`src/rtl/spi_stat_irq_pkg.sv`:
```
package spi_stat_irq_pkg;
  localparam int STAT_W = 12;
  localparam int NERR   = 4;

  // status bit positions
  localparam int S_DONE   = 0;
  localparam int S_READY  = 1;
  localparam int S_RRDY   = 2;
  localparam int S_WRDY   = 3;
  localparam int S_REMPTY = 4;
  localparam int S_RFULL  = 5;
  localparam int S_WEMPTY = 6;
  localparam int S_WFULL  = 7;
  localparam int S_ERR0   = 8;

  // configuration word fields
  localparam int C_FLUSH = 9;
  localparam int C_SRST  = 16;
  localparam int C_RTHR  = 24;
  localparam int C_WTHR  = 28;

  typedef enum logic [1:0] {
    REG_STATUS = 2'd0,
    REG_CONFIG = 2'd1,
    REG_CAUSE  = 2'd2,
    REG_ENABLE = 2'd3
  } reg_sel_e;

  typedef enum logic [1:0] {
    FL_IDLE  = 2'd0,
    FL_PULSE = 2'd1,
    FL_WAIT  = 2'd2
  } flush_st_e;
endpackage

```
`src/rtl/spi_stat_flags.sv`:
```
module spi_stat_flags
  import spi_stat_irq_pkg::*;
#(
  parameter int DEPTH = 8,
  parameter int LVL_W = 4,
  parameter int TH_W  = 3
) (
  input  logic              clk,
  input  logic              rst_n,
  input  logic              srst,
  input  logic              err_clr,
  input  logic [LVL_W-1:0]  rd_level,
  input  logic [LVL_W-1:0]  wr_level,
  input  logic              rd_push,
  input  logic              rd_pop,
  input  logic              wr_push,
  input  logic              wr_pop,
  input  logic              seq_done,
  input  logic              seq_ready,
  input  logic [TH_W-1:0]   rd_thr,
  input  logic [TH_W-1:0]   wr_thr,
  output logic [STAT_W-1:0] stat
);
  localparam int CMP_W = ((LVL_W > TH_W) ? LVL_W : TH_W) + 1;
  localparam logic [CMP_W-1:0] FULL_C = CMP_W'(DEPTH);

  logic [CMP_W-1:0] rd_lvl_c, wr_lvl_c, wr_free_c, rd_thr_c, wr_thr_c;
  logic             rd_empty, rd_full, wr_empty, wr_full;
  logic [NERR-1:0]  err_evt, err_vec;

  assign rd_lvl_c  = CMP_W'(rd_level);
  assign wr_lvl_c  = CMP_W'(wr_level);
  assign wr_free_c = FULL_C - wr_lvl_c;
  assign rd_thr_c  = CMP_W'(rd_thr);
  assign wr_thr_c  = CMP_W'(wr_thr);

  assign rd_empty = (rd_lvl_c == '0);
  assign rd_full  = (rd_lvl_c == FULL_C);
  assign wr_empty = (wr_lvl_c == '0);
  assign wr_full  = (wr_lvl_c == FULL_C);

  // error events in flag order: rd under, rd over, wr under, wr over
  assign err_evt = {wr_push & wr_full, wr_pop & wr_empty,
                    rd_push & rd_full, rd_pop & rd_empty};

  for (genvar g = 0; g < NERR; g++) begin : g_err
    logic flag_q;
    always_ff @(posedge clk or negedge rst_n) begin
      if (!rst_n)          flag_q <= 1'b0;
      else if (srst)       flag_q <= 1'b0;
      else if (err_evt[g]) flag_q <= 1'b1;
      else if (err_clr)    flag_q <= 1'b0;
    end
    assign err_vec[g] = flag_q;
  end

  always_comb begin
    stat                       = '0;
    stat[S_DONE]               = seq_done;
    stat[S_READY]              = seq_ready;
    stat[S_RRDY]               = (rd_lvl_c > rd_thr_c);
    stat[S_WRDY]               = (wr_free_c > wr_thr_c);
    stat[S_REMPTY]             = rd_empty;
    stat[S_RFULL]              = rd_full;
    stat[S_WEMPTY]             = wr_empty;
    stat[S_WFULL]              = wr_full;
    stat[S_ERR0 +: NERR]       = err_vec;
  end
endmodule

```
`src/rtl/spi_irq_cause.sv`:
```
module spi_irq_cause #(
  parameter int W = 12
) (
  input  logic         clk,
  input  logic         rst_n,
  input  logic         srst,
  input  logic [W-1:0] stat,
  input  logic         clr_we,
  input  logic [W-1:0] clr_bits,
  input  logic         en_we,
  input  logic [W-1:0] en_bits,
  output logic [W-1:0] cause,
  output logic [W-1:0] enable,
  output logic [W-1:0] rise,
  output logic         irq
);
  logic [W-1:0] prev_q, cause_q, en_q, clr_eff;

  assign rise    = stat & ~prev_q;
  assign clr_eff = clr_we ? clr_bits : '0;

  always_ff @(posedge clk or negedge rst_n) begin
    if (!rst_n) begin
      prev_q  <= '1;
      cause_q <= '0;
    end else if (srst) begin
      prev_q  <= '1;
      cause_q <= '0;
    end else begin
      prev_q  <= stat;
      cause_q <= (cause_q & ~clr_eff) | rise;
    end
  end

  always_ff @(posedge clk or negedge rst_n) begin
    if (!rst_n)     en_q <= '0;
    else if (en_we) en_q <= en_bits;
  end

  assign cause  = cause_q;
  assign enable = en_q;
  assign irq    = |(cause_q & en_q);
endmodule

```
`src/rtl/spi_flush_ctl.sv`:
```
module spi_flush_ctl
  import spi_stat_irq_pkg::*;
#(
  parameter int LVL_W = 4
) (
  input  logic             clk,
  input  logic             rst_n,
  input  logic             srst,
  input  logic             start,
  input  logic [LVL_W-1:0] rd_level,
  input  logic [LVL_W-1:0] wr_level,
  output logic             busy,
  output logic             pulse,
  output logic             done
);
  flush_st_e st_q, st_d;

  assign done  = (st_q == FL_WAIT) && (rd_level == '0) && (wr_level == '0);
  assign busy  = (st_q != FL_IDLE);
  assign pulse = (st_q == FL_PULSE);

  always_comb begin
    st_d = st_q;
    unique case (st_q)
      FL_IDLE:  if (start) st_d = FL_PULSE;
      FL_PULSE: st_d = FL_WAIT;
      FL_WAIT:  if (done) st_d = FL_IDLE;
      default:  st_d = FL_IDLE;
    endcase
    if (srst) st_d = FL_IDLE;
  end

  always_ff @(posedge clk or negedge rst_n) begin
    if (!rst_n) st_q <= FL_IDLE;
    else        st_q <= st_d;
  end
endmodule

```
`src/rtl/spi_stat_irq_unit.sv`:
```
module spi_stat_irq_unit
  import spi_stat_irq_pkg::*;
#(
  parameter int DEPTH = 8,
  parameter int TH_W  = 3,
  localparam int LVL_W = $clog2(DEPTH + 1)
) (
  input  logic             clk,
  input  logic             rst_n,
  input  logic             bus_wr,
  input  logic             bus_rd,
  input  logic [1:0]       bus_addr,
  input  logic [31:0]      bus_wdata,
  output logic [31:0]      bus_rdata,
  input  logic [LVL_W-1:0] rd_level,
  input  logic [LVL_W-1:0] wr_level,
  input  logic             rd_push,
  input  logic             rd_pop,
  input  logic             wr_push,
  input  logic             wr_pop,
  input  logic             seq_done,
  input  logic             seq_ready,
  output logic             flush_req,
  output logic             irq
);
  reg_sel_e          sel;
  logic              wr_cfg, wr_cause, wr_en;
  logic [TH_W-1:0]   rd_thr_q, wr_thr_q;
  logic              srst_q;
  logic              fl_busy, fl_done, fl_start;
  logic [STAT_W-1:0] stat_w, cause_w, enable_w, rise_w;
  logic [31:0]       rd_mux, rdata_q;

  assign sel      = reg_sel_e'(bus_addr);
  assign wr_cfg   = bus_wr && (sel == REG_CONFIG);
  assign wr_cause = bus_wr && (sel == REG_CAUSE);
  assign wr_en    = bus_wr && (sel == REG_ENABLE);
  assign fl_start = wr_cfg && bus_wdata[C_FLUSH];

  always_ff @(posedge clk or negedge rst_n) begin
    if (!rst_n) begin
      rd_thr_q <= '0;
      wr_thr_q <= '0;
      srst_q   <= 1'b0;
    end else if (wr_cfg) begin
      rd_thr_q <= bus_wdata[C_RTHR +: TH_W];
      wr_thr_q <= bus_wdata[C_WTHR +: TH_W];
      srst_q   <= bus_wdata[C_SRST];
    end
  end

  spi_stat_flags #(.DEPTH(DEPTH), .LVL_W(LVL_W), .TH_W(TH_W)) u_flags (
    .clk(clk), .rst_n(rst_n), .srst(srst_q), .err_clr(fl_done),
    .rd_level(rd_level), .wr_level(wr_level),
    .rd_push(rd_push), .rd_pop(rd_pop), .wr_push(wr_push), .wr_pop(wr_pop),
    .seq_done(seq_done), .seq_ready(seq_ready),
    .rd_thr(rd_thr_q), .wr_thr(wr_thr_q), .stat(stat_w)
  );

  spi_irq_cause #(.W(STAT_W)) u_cause (
    .clk(clk), .rst_n(rst_n), .srst(srst_q), .stat(stat_w),
    .clr_we(wr_cause), .clr_bits(bus_wdata[STAT_W-1:0]),
    .en_we(wr_en), .en_bits(bus_wdata[STAT_W-1:0]),
    .cause(cause_w), .enable(enable_w), .rise(rise_w), .irq(irq)
  );

  spi_flush_ctl #(.LVL_W(LVL_W)) u_flush (
    .clk(clk), .rst_n(rst_n), .srst(srst_q), .start(fl_start),
    .rd_level(rd_level), .wr_level(wr_level),
    .busy(fl_busy), .pulse(flush_req), .done(fl_done)
  );

  always_comb begin
    rd_mux = '0;
    unique case (sel)
      REG_STATUS: rd_mux[STAT_W-1:0] = stat_w;
      REG_CONFIG: begin
        rd_mux[C_RTHR +: TH_W] = rd_thr_q;
        rd_mux[C_WTHR +: TH_W] = wr_thr_q;
        rd_mux[C_SRST]         = srst_q;
        rd_mux[C_FLUSH]        = fl_busy;
      end
      REG_CAUSE:  rd_mux[STAT_W-1:0] = cause_w;
      REG_ENABLE: rd_mux[STAT_W-1:0] = enable_w;
      default:    rd_mux = '0;
    endcase
  end

  always_ff @(posedge clk or negedge rst_n) begin
    if (!rst_n)      rdata_q <= '0;
    else if (bus_rd) rdata_q <= rd_mux;
  end
  assign bus_rdata = rdata_q;
endmodule

```
`config.mk`:
```
export PLATFORM = sky130hd
export DESIGN_NAME = spi_stat_irq_unit
export DESIGN_NICKNAME = d
export VERILOG_FILES = /design/src/rtl/spi_stat_irq_pkg.sv /design/src/rtl/spi_stat_flags.sv /design/src/rtl/spi_irq_cause.sv /design/src/rtl/spi_flush_ctl.sv /design/src/rtl/spi_stat_irq_unit.sv
export SDC_FILE = /design/constraint.sdc
export NUM_CORES = 1
export LEC_CHECK = 0
export ABC_AREA = 1
export BUFFER_PORTS_ARGS = -buffer_cell sky130_fd_sc_hd__buf_4
export CAP_MARGIN = 20
export CORE_ASPECT_RATIO = 0.8
export CORE_MARGIN = 4
export CORE_UTILIZATION = 30
export CTS_BUF_LIST = sky130_fd_sc_hd__clkbuf_4
export DETAILED_ROUTE_END_ITERATION = 12
export PLACE_DENSITY = 0.49
export RECOVER_POWER = 100
export SETUP_SLACK_MARGIN = 0.05
export SLEW_MARGIN = 20
export SYNTH_ARGS = -nofsm -noshare
export SYNTH_HDL_FRONTEND = slang
export SYNTH_SLANG_ARGS = --single-unit
```
`constraint.sdc`:
```
create_clock -name clk -period 3.6 [get_ports clk]
set_input_delay 0.18 -clock clk [delete_from_list [all_inputs] [get_ports clk]]
set_output_delay 0.18 -clock clk [all_outputs]
set_load 0.02 [all_outputs]
```
==> impl_results.md <==
- Status: finished, violations left
- Failing checks: max-capacitance violations, max-slew violations
- Pin count of the biggest net entering global routing: 69
- Drt drc: 0
- Actual slew at the worst max-slew pin: 1.72 ns
- Core Region: 10500 sq um
- Inst Count DP: 584
- Antenna-violating nets left: 0
- IO Port Bufs: 59
- Total power: 1.64 mW
- Final Max Tran Viols: 69
- H-tree depth: 3
- Clk root buf: clkbuf_4
- WHS: 0.0331 ns
- Gate Count Post-Synth: 399
- Leak: 1.94 nW
- R2R setup slack: 1.60 ns
- DIE AREA: 12700 sq um
- Placed Area: 3790 sq um
- Tot GR Track Use: 14.3%
- Critical path class: register to register
- Worst Path Max Fanout: 23
- Post-detail-place hpwl: 6110 um
- Fin nets: 525
- Area leader, netlist: dfrtp_1
- Worst hold path type: input pin to register
- Seq/Total Area, Yosys: 52.1%
- Fin util: 37.4%
- Worst Path Required: 3.94 ns
- Vias in the first global route: 2636
- Peak supply drop: 0.000189 V
- Main flop type after synthesis: dfrtp_1
- Max-cap viol count: 1
- Non-filler cells in the finished layout: 611
- Crit end category: register
- Post-synth ARST share: 100%
- Initial antenna violation count: 0
- PwrDens: 418 nW/um^2
- Top-area cell type share of the netlist area: 42.6%
- Avg WL per Cell: 14.0 um
- Die Y: 102 um
- Overflow left after global routing: 0
- Final setup margin: 1.60 ns
- Synth Warn #: 0
- Worst Hold Depth: 3
- Final hold vios: 0
- Final Wtd Congestion: 0.745
- Worst-path clk slew: 0.10 ns
- #FFs+latches synth: 68
- Via count: 2673
- Kind of start point of the critical path: register
- Final setup vio count: 0
- Hold Path Origin: bus_wdata[6]
- Clock Skews: 0.0222 ns
- Syn-to-layout area delta: 19.0%
- RSZ-0062 raised after global routing: no
- Skew-Pair Late Insertion Delay: 0.42 ns
- Clk buf depth: 2
- Place WS: 1.64 ns
- Final std cell area, no fill: 3920 sq um
- Syn_area_per_cell: 8.25 sq um
- Total negative slack: 0 ns
- TritonCTS clock tree: yes
- Worst Path Arrival: 2.33 ns
- Antenna diode count: 0
- Worst rel slew slack: -14.8%
- Postcts setup bufs: 0
- First-pass iteration count of the detailed router: 4
- Hold Crit Endpoint: u_cause.enable[6]
- I/O pin total: 86
- RR Endpoint: u_flush.st_q[0]
- Synthesized area: 3290 sq um
- R2R cell count: 5
- First-pass GRT wire length: 14000 um
- Fmax: 0.501 GHz
- Share of layout cells above drive strength 1: 16.3%
- Die width: 125 um
- Filler cells: 1165
- CTS buffer count: 9
- CTS Sinks: 68
- Site Rows: 33
- Initial DRC Count: 160
- Detailed Route WL: 8560 um
- Starting Density: 31.4%
- Crit path time final: 2.00 ns
- Post-synth EDFFs: 0
- Vias/cell: 4.37
- Worst r2r src: srst_q
- Period utilisation layout: 55.5%
- Ranking of synthesized cells by area: dfrtp_1 (43%), nand2_1 (15%), dfstp_2 (9.6%), inv_1 (4.4%), a21oi_1 (3.8%)
- Post-synth cell types: 30
==> per-layer routing <==
metal	track usage, %	wire length, um
met1	21.1	4490
met2	20.3	3570
met3	4.85	473
met4	3.00	33
met5	0	0
==> logic make-up after synthesis <==
kind of cell / Yosys count / share of synthesized area [%]
flops: 68 / 52.1
simple gates: 183 / 23.0
compound gates: 69 / 11.4
buf+inv: 68 / 9.73
xor+xnor: 1 / 0.266
mux: 2 / 0.684
other cells: 1 / 0.114
fa+ha+maj: 7 / 2.66
==> worst max-delay path, stage by stage (launching register included) <==
cell and delay (ns):
dfrtp_1 0.94, inv_1 0.44, nand2_1 0.15, o21bai_1 0.16, nand2_1 0.08, a22oi_1 0.14
==> sequential cells by signal (all words and copies together) (netlist names) <==
register,cells
u_cause.enable,12
u_cause.prev_q,12
u_cause.cause,12
rd_thr_q,3
srst_q,1
bus_rdata,19
u_flags.g_err.flag_q,4
u_flush.st_q,2
wr_thr_q,3
==> worst max path at each step <==
stage / from / end / slack, ns / cells past startpoint
final: srst_q / u_flush.st_q[0] / 1.60 / 5
after global routing: srst_q / u_flush.st_q[0] / 1.39 / 5
after CTS: srst_q / u_flush.st_q[0] / 1.63 / 5
after detailed placement: bus_addr[1] / u_cause.cause[3] / 1.64 / 6
after global placement: bus_addr[1] / u_cause.cause[3] / 1.66 / 6
after floorplan: wr_level[0] / bus_rdata[3] / 2.13 / 12
==> cells in the mapped netlist (2+ instances only) <==
master and number:
nand2_1 133, dfrtp_1 56, inv_1 39, a21oi_1 25, o21ai_0 19, nor2_1 16
o21ai_1 16, buf_4 15, nand3_1 14, dfstp_2 12, or2_2 8, buf_2 7
ha_1 7, a221oi_1 3, clkbuf_1 3, inv_2 3, nand4_1 3, nor2_2 3
o211ai_1 3, mux2_2 2, nand3b_1 2, or2_0 2
==> layout make-up <==
cell class                 instances  area (sq um)  area share (%)
clock inverter                     5          28.8           0.735
tap                              140           175            4.47
multi-input combinational        275          1290            33.0
timing repair buffer              70           464            11.8
clock buffer                      11          82.6            2.11
inverter                          42           158            4.02
sequential                        68          1720            43.8
==> power breakdown <==
group | switching, mW | internal, mW
combinational | 0.185 | 0.108
sequential | 0.0611 | 0.855
clock | 0.275 | 0.153
total | 0.521 | 1.12
==> cell usage in the layout (no fill, tap or decap), types with 13 or more instances in the layout <==
| cell | instances |
|---|---|
| a21oi_1 | 25 |
| buf_4 | 35 |
| clkbuf_1 | 23 |
| conb_1 | 13 |
| dfrtp_1 | 56 |
| inv_1 | 40 |
| nand2_1 | 134 |
| nand3_1 | 14 |
| nor2_1 | 17 |
| o21ai_0 | 32 |
==> timing repair <==
| action | 4_1_cts | 5_1_grt |
|---|---|---|
| hold buffers | 11 | 0 |
| resized for setup | 0 | 0 |
| endpoints found under the hold margin | 68 | 0 |
(Power assumes the default switching activity.)
